[config.mk]
export PLATFORM = sky130hd
export DESIGN_NAME = timeslice_arbiter
export DESIGN_NICKNAME = d
export VERILOG_FILES = /design/src/rtl/tsa_pkg.sv /design/src/rtl/tsa_ctrl.sv /design/src/rtl/tsa_dp.sv /design/src/rtl/timeslice_arbiter.sv
export SDC_FILE = /design/constraint.sdc
export NUM_CORES = 1
export LEC_CHECK = 0
export ABC_AREA = 0
export ABC_CLOCK_PERIOD_IN_PS = 11300
export CAP_MARGIN = 20
export CORE_ASPECT_RATIO = 1.4
export CORE_MARGIN = 2
export CORE_UTILIZATION = 29
export DETAILED_ROUTE_END_ITERATION = 6
export GPL_ROUTABILITY_DRIVEN = 0
export PLACE_DENSITY = 0.46
export REMOVE_ABC_BUFFERS = 1
export SKIP_LAST_GASP = 1
export SYNTH_ARGS = -nofsm -noshare
export SYNTH_HDL_FRONTEND = slang
export SYNTH_SLANG_ARGS = --single-unit
[constraint.sdc]
create_clock -name clk -period 11.3 [get_ports clk]
set_input_delay 2.26 -clock clk [delete_from_list [all_inputs] [get_ports clk]]
set_output_delay 2.26 -clock clk [all_outputs]
set_load 0.03 [all_outputs]
[src/rtl/tsa_pkg.sv]
package tsa_pkg;

  // Strobes from the slice control to the drift datapath.
  typedef struct packed {
    logic closeFast;  // fast-core slice ended on this edge
    logic closeSlow;  // slow-core slice ended on this edge
  } sliceStrobe_t;

  // Grant bit positions.
  localparam int FAST_IDX = 0;
  localparam int SLOW_IDX = 1;

endpackage

[src/rtl/tsa_ctrl.sv]
module tsa_ctrl
  import tsa_pkg::*;
#(
  parameter int DRIFT_W = 24,
  parameter int TICK_W  = 12
) (
  input  logic               clk,
  input  logic               rstN,
  input  logic [TICK_W-1:0]  tickCnt,
  input  logic [DRIFT_W-1:0] sliceLen,
  output sliceStrobe_t       strobe,
  output logic [DRIFT_W-1:0] consumed,
  output logic [1:0]         grant,
  output logic               switchPulse
);

  logic               fastActive;
  logic [DRIFT_W-1:0] elapsed;
  logic [DRIFT_W-1:0] elapsedNext;
  logic [DRIFT_W-1:0] target;
  logic               sliceDone;

  // Running count always in fast-core cycles; the slow core needs two per cycle.
  always_comb begin
    elapsedNext = elapsed + DRIFT_W'(tickCnt);
    target      = fastActive ? sliceLen : (sliceLen << 1);
    sliceDone   = (elapsedNext >= target);
  end

  always_comb begin
    strobe.closeFast = sliceDone && fastActive;
    strobe.closeSlow = sliceDone && !fastActive;
    consumed         = elapsedNext;
  end

  always_ff @(posedge clk or negedge rstN) begin
    if (!rstN) begin
      fastActive  <= 1'b1;
      elapsed     <= '0;
      switchPulse <= 1'b0;
    end else begin
      switchPulse <= sliceDone;
      if (sliceDone) begin
        fastActive <= !fastActive;
        elapsed    <= '0;
      end else begin
        elapsed <= elapsedNext;
      end
    end
  end

  always_comb begin
    grant           = '0;
    grant[FAST_IDX] = fastActive;
    grant[SLOW_IDX] = !fastActive;
  end

endmodule

[src/rtl/tsa_dp.sv]
module tsa_dp
  import tsa_pkg::*;
#(
  parameter int DRIFT_W = 24,
  parameter int NOMINAL = 2048
) (
  input  logic               clk,
  input  logic               rstN,
  input  sliceStrobe_t       strobe,
  input  logic [DRIFT_W-1:0] consumed,
  output logic [DRIFT_W-1:0] sliceLen
);

  localparam logic signed [DRIFT_W-1:0] NOM_S = DRIFT_W'(NOMINAL);
  localparam logic signed [DRIFT_W-1:0] ONE_S = DRIFT_W'(1);

  logic signed [DRIFT_W-1:0] drift;
  logic signed [DRIFT_W-1:0] driftAfterFast;
  logic signed [DRIFT_W-1:0] driftAfterSlow;
  logic signed [DRIFT_W-1:0] rawSlowLen;
  logic signed [DRIFT_W-1:0] rawFastLen;
  logic signed [DRIFT_W-1:0] evenConsumed;

  function automatic logic signed [DRIFT_W-1:0] clampLen(input logic signed [DRIFT_W-1:0] v);
    return (v <= 0) ? ONE_S : v;
  endfunction

  always_comb begin
    evenConsumed   = signed'({consumed[DRIFT_W-1:1], 1'b0});
    driftAfterFast = drift + signed'(consumed);
    driftAfterSlow = drift - evenConsumed;
    rawSlowLen     = driftAfterFast >>> 1;
    rawFastLen     = driftAfterSlow + NOM_S;
  end

  always_ff @(posedge clk or negedge rstN) begin
    if (!rstN) begin
      drift    <= '0;
      sliceLen <= DRIFT_W'(NOMINAL);
    end else if (strobe.closeFast) begin
      drift    <= driftAfterFast;
      sliceLen <= clampLen(rawSlowLen);
    end else if (strobe.closeSlow) begin
      drift    <= driftAfterSlow;
      sliceLen <= clampLen(rawFastLen);
    end
  end

endmodule

[src/rtl/timeslice_arbiter.sv]
module timeslice_arbiter
  import tsa_pkg::*;
#(
  parameter int DRIFT_W = 24,
  parameter int TICK_W  = 12,
  parameter int NOMINAL = 2048
) (
  input  logic               clk,
  input  logic               rstN,
  input  logic [TICK_W-1:0]  tickCnt,
  output logic [1:0]         grant,
  output logic [DRIFT_W-1:0] sliceLen,
  output logic               switchPulse
);

  sliceStrobe_t       strobe;
  logic [DRIFT_W-1:0] consumed;

  tsa_ctrl #(.DRIFT_W(DRIFT_W), .TICK_W(TICK_W)) u_ctrl (
    .clk        (clk),
    .rstN       (rstN),
    .tickCnt    (tickCnt),
    .sliceLen   (sliceLen),
    .strobe     (strobe),
    .consumed   (consumed),
    .grant      (grant),
    .switchPulse(switchPulse)
  );

  tsa_dp #(.DRIFT_W(DRIFT_W), .NOMINAL(NOMINAL)) u_dp (
    .clk     (clk),
    .rstN    (rstN),
    .strobe  (strobe),
    .consumed(consumed),
    .sliceLen(sliceLen)
  );

endmodule

Word-level counts from Yosys, hierarchy flattened:

Index checks and enable logic that the tools add are counted.

* reductions and logical operators: 4
* magnitude comparators: 3
* muxes and demuxes: 8
* $add $sub $neg: 4

Operators by type and width (number)
* $mux 24: 8
* $add 24x12->24: 1
* $add 24x13->24 const B: 1
* $add 24x24->24: 1
* $ge 24x24->1: 1
* $le 24x1->1 const B: 1
* $sub 24x24->24: 1
* $le 23x1->1 const B: 1
* $logic_and 1x1->1: 2
* $reduce_bool 2->1: 1
* $logic_not 1->1: 1

* flip-flop bits (word level): 74
* input bits: 14
* output and inout port bits: 27
* logic and storage cells: 24

Depth between registers and ports, before layout:

Gate-level depths: netlist of the first run.

* depth in word-level cells: 7
* depth in mapped cells: 30

Hierarchy:

A second synthesis of the first run with hierarchy kept.

* cells, all modules: 968
* area, all modules: 8027.7 µm²

Modules (own cells, without submodules)
* tsa_dp: cells each 708, times used 1, area an instance 5512.8 µm²
* tsa_ctrl: cells each 260, times used 1, area an instance 2514.9 µm²

Least setup slack after synthesis of the first run:

Ideal clock, no wire load.

* kind: input to register
* start: input port tickCnt[0]
* end: register u_dp.sliceLen[14]
* path buffers: 2
* setup time: 77 ps
* arrival: 7709 ps
* setup slack: 3513 ps
* cell stages on the path: 30
* cell sequence: ha_1 fa_1 a21o_1 a21oi_1 o21bai_1 a21oi_1 o21bai_1 a41o_1 nor2_1 xor2_1 inv_1 ha_1 buf_2 nor3_2 nand2_1 a21oi_1 o21ai_0 and2_1 inv_1 ha_1 nor2b_1 and3b_1 a311oi_1 o211ai_1 nor4b_2 nand4_2 xnor2_2 buf_6 o32a_1 a21oi_1

* longest elaborated chain between the ends: 7

Ends and longest elaborated chain
* start, declared: RTL line timeslice_arbiter.sv:10 `input logic [TICK_W-1:0] tickCnt,`
* $add 24x12->24 (*): RTL line tsa_ctrl.sv:25 `elapsedNext = elapsed + DRIFT_W'(tickCnt);`
* $sub 24x24->24: RTL line tsa_dp.sv:31 `driftAfterSlow = drift - evenConsumed;`
* $add 24x13->24: RTL line tsa_dp.sv:33 `rawFastLen = driftAfterSlow + NOM_S;`
* $le 24x1->1: RTL line tsa_dp.sv:25 `return (v <= 0) ? ONE_S : v;`
* $mux 24: RTL line tsa_dp.sv:25
* $mux 24: RTL line tsa_dp.sv:43 `end else if (strobe.closeSlow) begin`
* $mux 24: RTL line tsa_dp.sv:40 `end else if (strobe.closeFast) begin`
* end signal, assigned: RTL line tsa_dp.sv:39 `sliceLen <= DRIFT_W'(NOMINAL);`
* end signal, assigned: RTL line tsa_dp.sv:42 `sliceLen <= clampLen(rawSlowLen);`
* end signal, assigned: RTL line tsa_dp.sv:45 `sliceLen <= clampLen(rawFastLen);`
* end, declared: RTL line tsa_dp.sv:11 `output logic [DRIFT_W-1:0] sliceLen`

Mark *: on every way between the ends. The rest lies on a longest branch, timed or not. The select of a mux whose other input is x is not followed.
A chain may end at the register's enable or synchronous reset.

Worst setup path in the final report of the first run:

* start: input port tickCnt[0]
* end: register u_dp.sliceLen[12]

Same word-level chain as after synthesis.

==> results of run 1 <==
==> cells by family (layout without fill, tap and decap cells) <==
family	after synthesis	in the layout	share of synthesized area (%)
AND/OR/NAND/NOR	341	341	21.4
buffers and inverters	100	115	5.42
XOR/XNOR	65	65	7.41
adder cells (fa/ha/maj)	87	87	13.8
flip-flops	74	74	23.1
multiplexers	32	32	4.06
AO/OA/AOI/OAI	281	281	24.8
==> Yosys cell counts (4+ instances only) <==
| library cell | n | area share [%] |
|---|---|---|
| ha_1 | 84 | 13 |
| o2111ai_1 | 6 | 0.65 |
| o21bai_1 | 5 | 0.47 |
| a31oi_1 | 5 | 0.39 |
| nor2_1 | 126 | 5.9 |
| a21o_1 | 25 | 2.3 |
| and2_1 | 12 | 0.93 |
| or2_2 | 6 | 0.47 |
| o311ai_1 | 5 | 0.54 |
| o32a_1 | 11 | 1.4 |
| nor3b_1 | 5 | 0.47 |
| and3_1 | 17 | 1.3 |
| o21ai_0 | 35 | 2.2 |
| a221o_1 | 4 | 0.50 |
| o211ai_1 | 12 | 1.1 |
| nand2_1 | 61 | 2.8 |
| buf_2 | 10 | 0.62 |
| nand2b_1 | 10 | 0.78 |
| o21ai_1 | 4 | 0.25 |
| nor2b_1 | 14 | 1.1 |
| buf_4 | 8 | 0.75 |
| or3_1 | 8 | 0.62 |
| nand4_1 | 12 | 0.93 |
| a21oi_1 | 90 | 5.6 |
| nor4_1 | 12 | 0.93 |
| clkbuf_1 | 20 | 0.93 |
| mux2_2 | 5 | 0.70 |
| mux2i_1 | 27 | 3.4 |
| o21a_1 | 8 | 0.75 |
| dfrtp_1 | 72 | 22 |
| xor2_1 | 25 | 2.7 |
| nor2_2 | 4 | 0.31 |
| o31ai_1 | 8 | 0.75 |
| a211oi_1 | 12 | 1.1 |
| xnor2_1 | 38 | 4.1 |
| buf_1 | 4 | 0.19 |
| nand3_1 | 13 | 0.81 |
| o22a_1 | 8 | 0.87 |
| inv_1 | 51 | 2.4 |
| nor3_1 | 18 | 1.1 |
==> layout make-up <==
type	count	area, um^2	area share [%]
clock buffer	12	256	2.85
multi-input combinational	806	5760	64.0
sequential	74	1860	20.7
tap	370	463	5.15
timing repair buffer	44	428	4.76
clock inverter	3	15.0	0.167
inverter	56	214	2.38
==> sequential cells by signal, summed over array words and instances (netlist names) <==
name / count
u_ctrl.elapsed: 24
u_dp.drift: 24
u_dp.sliceLen: 24
u_ctrl.fastActive: 1
u_ctrl.switchPulse: 1
==> worst max-delay path by stage <==
stage	endpoint
detailed placement	u_dp.sliceLen[12]
global route	u_dp.sliceLen[12]
CTS	u_dp.sliceLen[12]
finish	u_dp.sliceLen[12]
floorplan	u_dp.sliceLen[14]
global placement	u_dp.sliceLen[12]
==> layer usage <==
metal	track usage (%)	share of wire, %	up-vias
li1	-	-	3573
met1	22.7	40	3484
met2	34.8	52	186
met3	2.70	2.7	60
met4	9.92	5.0	0
met5	0	0	-
==> stage by stage <==
stage	setup WS, ps	util [%]	hold WS (ps)
after floorplan	3300	-	499
after global placement	1340	31.7	508
after detailed placement	1350	31.7	506
after CTS	1700	32.7	524
after global routing	1180	32.7	545
final	1670	32.7	520
==> results.md, run 1 <==
Routing:
- The final routed wirelength across all metal layers is 27.5 mm.
- The first detailed-routing pass ran for 5 iterations.
- The count of nets left with antenna violations once routing finished came out at 0.
- Using the TritonRoute via totals, the vias-per-cell ratio works out to 5.35.
- After detailed routing, the average wire length per cell comes to 20.1 um.
- The residual DRC count is 0.
- The final route contains 7303 vias.
- In this run, the number of DRC markers left after iteration 0 of detailed routing was 469.

Yosys:
- During synthesis, Yosys emitted a total of 0 warnings.
- Dividing the synthesized area by the synthesized cell count gives 8.20 um^2.
- Yosys mapped the design onto 95 distinct sky130hd cell types.
- The netlist area before placement is 8040 um^2.
- The async set-reset flop share out of synthesis is 100%.
- Synthesis handed over a netlist of 980 instances.
- The register bit count reported by yosys is 74.
- The sequential element share of the synthesized area is 23.1%.
- The number of synthesized flops with an enable pin is 0.
- Among all flip-flop cells after synthesis, the most frequent one is dfrtp_1.

Clock tree:
- The clock drives 74 sinks.
- The number of buffers inserted by hold repair at cts is 0.
- Post-CTS repair changed the size of 0 cells.
- Counting the buffers created by CTS gives 9.
- The clock latency of the later-clocked register in the worst-skew pair is 360 ps.
- The longest clock path from root to sink contains 2 buffers.
- Clock-pin slew was measured on the worst setup and hold paths at 60 ps.
- TritonCTS built the clock tree.
- The tree is rooted in a clkbuf_16.
- Post-CTS timing repair inserted 0 buffers for setup.
- The H-tree depth is 3.

Place:
- The count of placed standard cells including taps is 1350.
- The placed wire-length estimate after detailed placement is 21.6 mm.
- During placement, the flow inserted port buffers numbering 40.
- In this run the cell area measured after placement is 8720 um^2.

STA:
- The final period demand of the worst path is 9630 ps.
- The final clock period utilization by the worst path is 85.3%.
- The total count of max-transition violations in the final report is 0.
- Across the routed clock network, the largest skew measured is 10.4 ps.
- Setup repair after global routing left no endpoint under its margin.
- The timing-limited maximum frequency is 104 MHz.
- The pin slew with the least headroom to its limit is 1090 ps.
- In the final timing run, aggregate negative setup slack is 0 ps.
- The final count of negative-setup-slack endpoints is 0.
- Headroom to the max-slew limit came out at 27.0%.
- The number of hold violations in the final report is 0.

Die:
- The area of the die is 29100 um^2.
- The total number of placement rows is 72.
- Once the floorplan was initialized, standard cells occupied 29.3% of the core.
- 41 I/O pins were placed.
- In this run the standard cell core region covers 27500 um^2.
- The width of the chip is 145 um.
- The die height is 201 um.

Setup path:
- The data arrival time of the worst path is 9890 ps.
- The critical path is of the in -> reg type.
- The kind of start point of the critical path is an input port.
- The launching point of the worst reg2reg path is u_ctrl.elapsed[0].
- The launch point of the critical path is tickCnt[0].
- Counting cells, the worst reg-to-reg path comes to 27.
- The logic depth of the worst path, buffers included is 28.
- The largest individual stage delay along the critical path comes from the cell xnor2_4.
- In this design, the largest share of critical-path delay is due to simple AND/OR/NAND/NOR gates.
- The count of buffer and inverter cells on the critical path is 3.
- The data required time at the worst endpoint is 11550 ps.
- STA classifies the critical path endpoint as a register.
- The worst stage delay on the critical path is 740 ps.
- The critical register-to-register path endpoint is u_dp.sliceLen[12].
- The slack of the worst reg-to-reg path is 3630 ps.
- Of all nets on the critical path, the largest fanout is 22.

Global route:
- The wire length of the first global-routing pass is 43.3 mm.
- Entering global routing, the biggest net connects 66 pins.
- Summed over all layers, the global routing overflow is 0.
- The initial antenna violation count was 0.
- The via count of the first global-routing pass is 7407.
- The total global routing track utilization is 19.7%.

Final layout:
- 0 antenna diodes ended up in the layout.
- The layout overhead on the synthesized area is 11.9%.
- The number of filler cells placed in the layout is 2913.
- For this run, the number of standard cells in the final layout without fillers is 1365.
- After routing the design area is 8990 um^2.
- Leaving out fill and tap cells, the most frequent cell in the layout is nor2_1.
- The top cell types in the final layout, fill and taps aside, are nor2_1 (126), a21oi_1 (90), ha_1 (84), dfrtp_1 (72), nand2_1 (61).
- After the last flow step, the layout net total stands at 1092.
- The post-route netlist has 6.73% of its cells at a drive strength greater than 1.

Worst hold path:
- The tightest min-delay check is of the reg -> reg type.
- In this run the most critical hold path is launched from u_dp.sliceLen[23].
- The path with the worst hold slack has its endpoint at u_dp.sliceLen[23].
- The instance count along the most critical hold path is 1.

Outcome:
- The run finished with clean final reports.

Run:
- The max-cap check violation count is 0.
Power of run 1 is left out: the tool's default activity adds up to more than one toggle a clock period on the data nets, which glitch-free logic cannot reach.
==> run 2, diff against run 1 <==
Settings changed: CTS_CLUSTER_DIAMETER from default to 50, HOLD_SLACK_MARGIN from default to 0.05.
==> results of run 2 <==
No change in the layout: final DEF, timing and power equal those of run 1.
Power of run 2 is left out for the same reason.
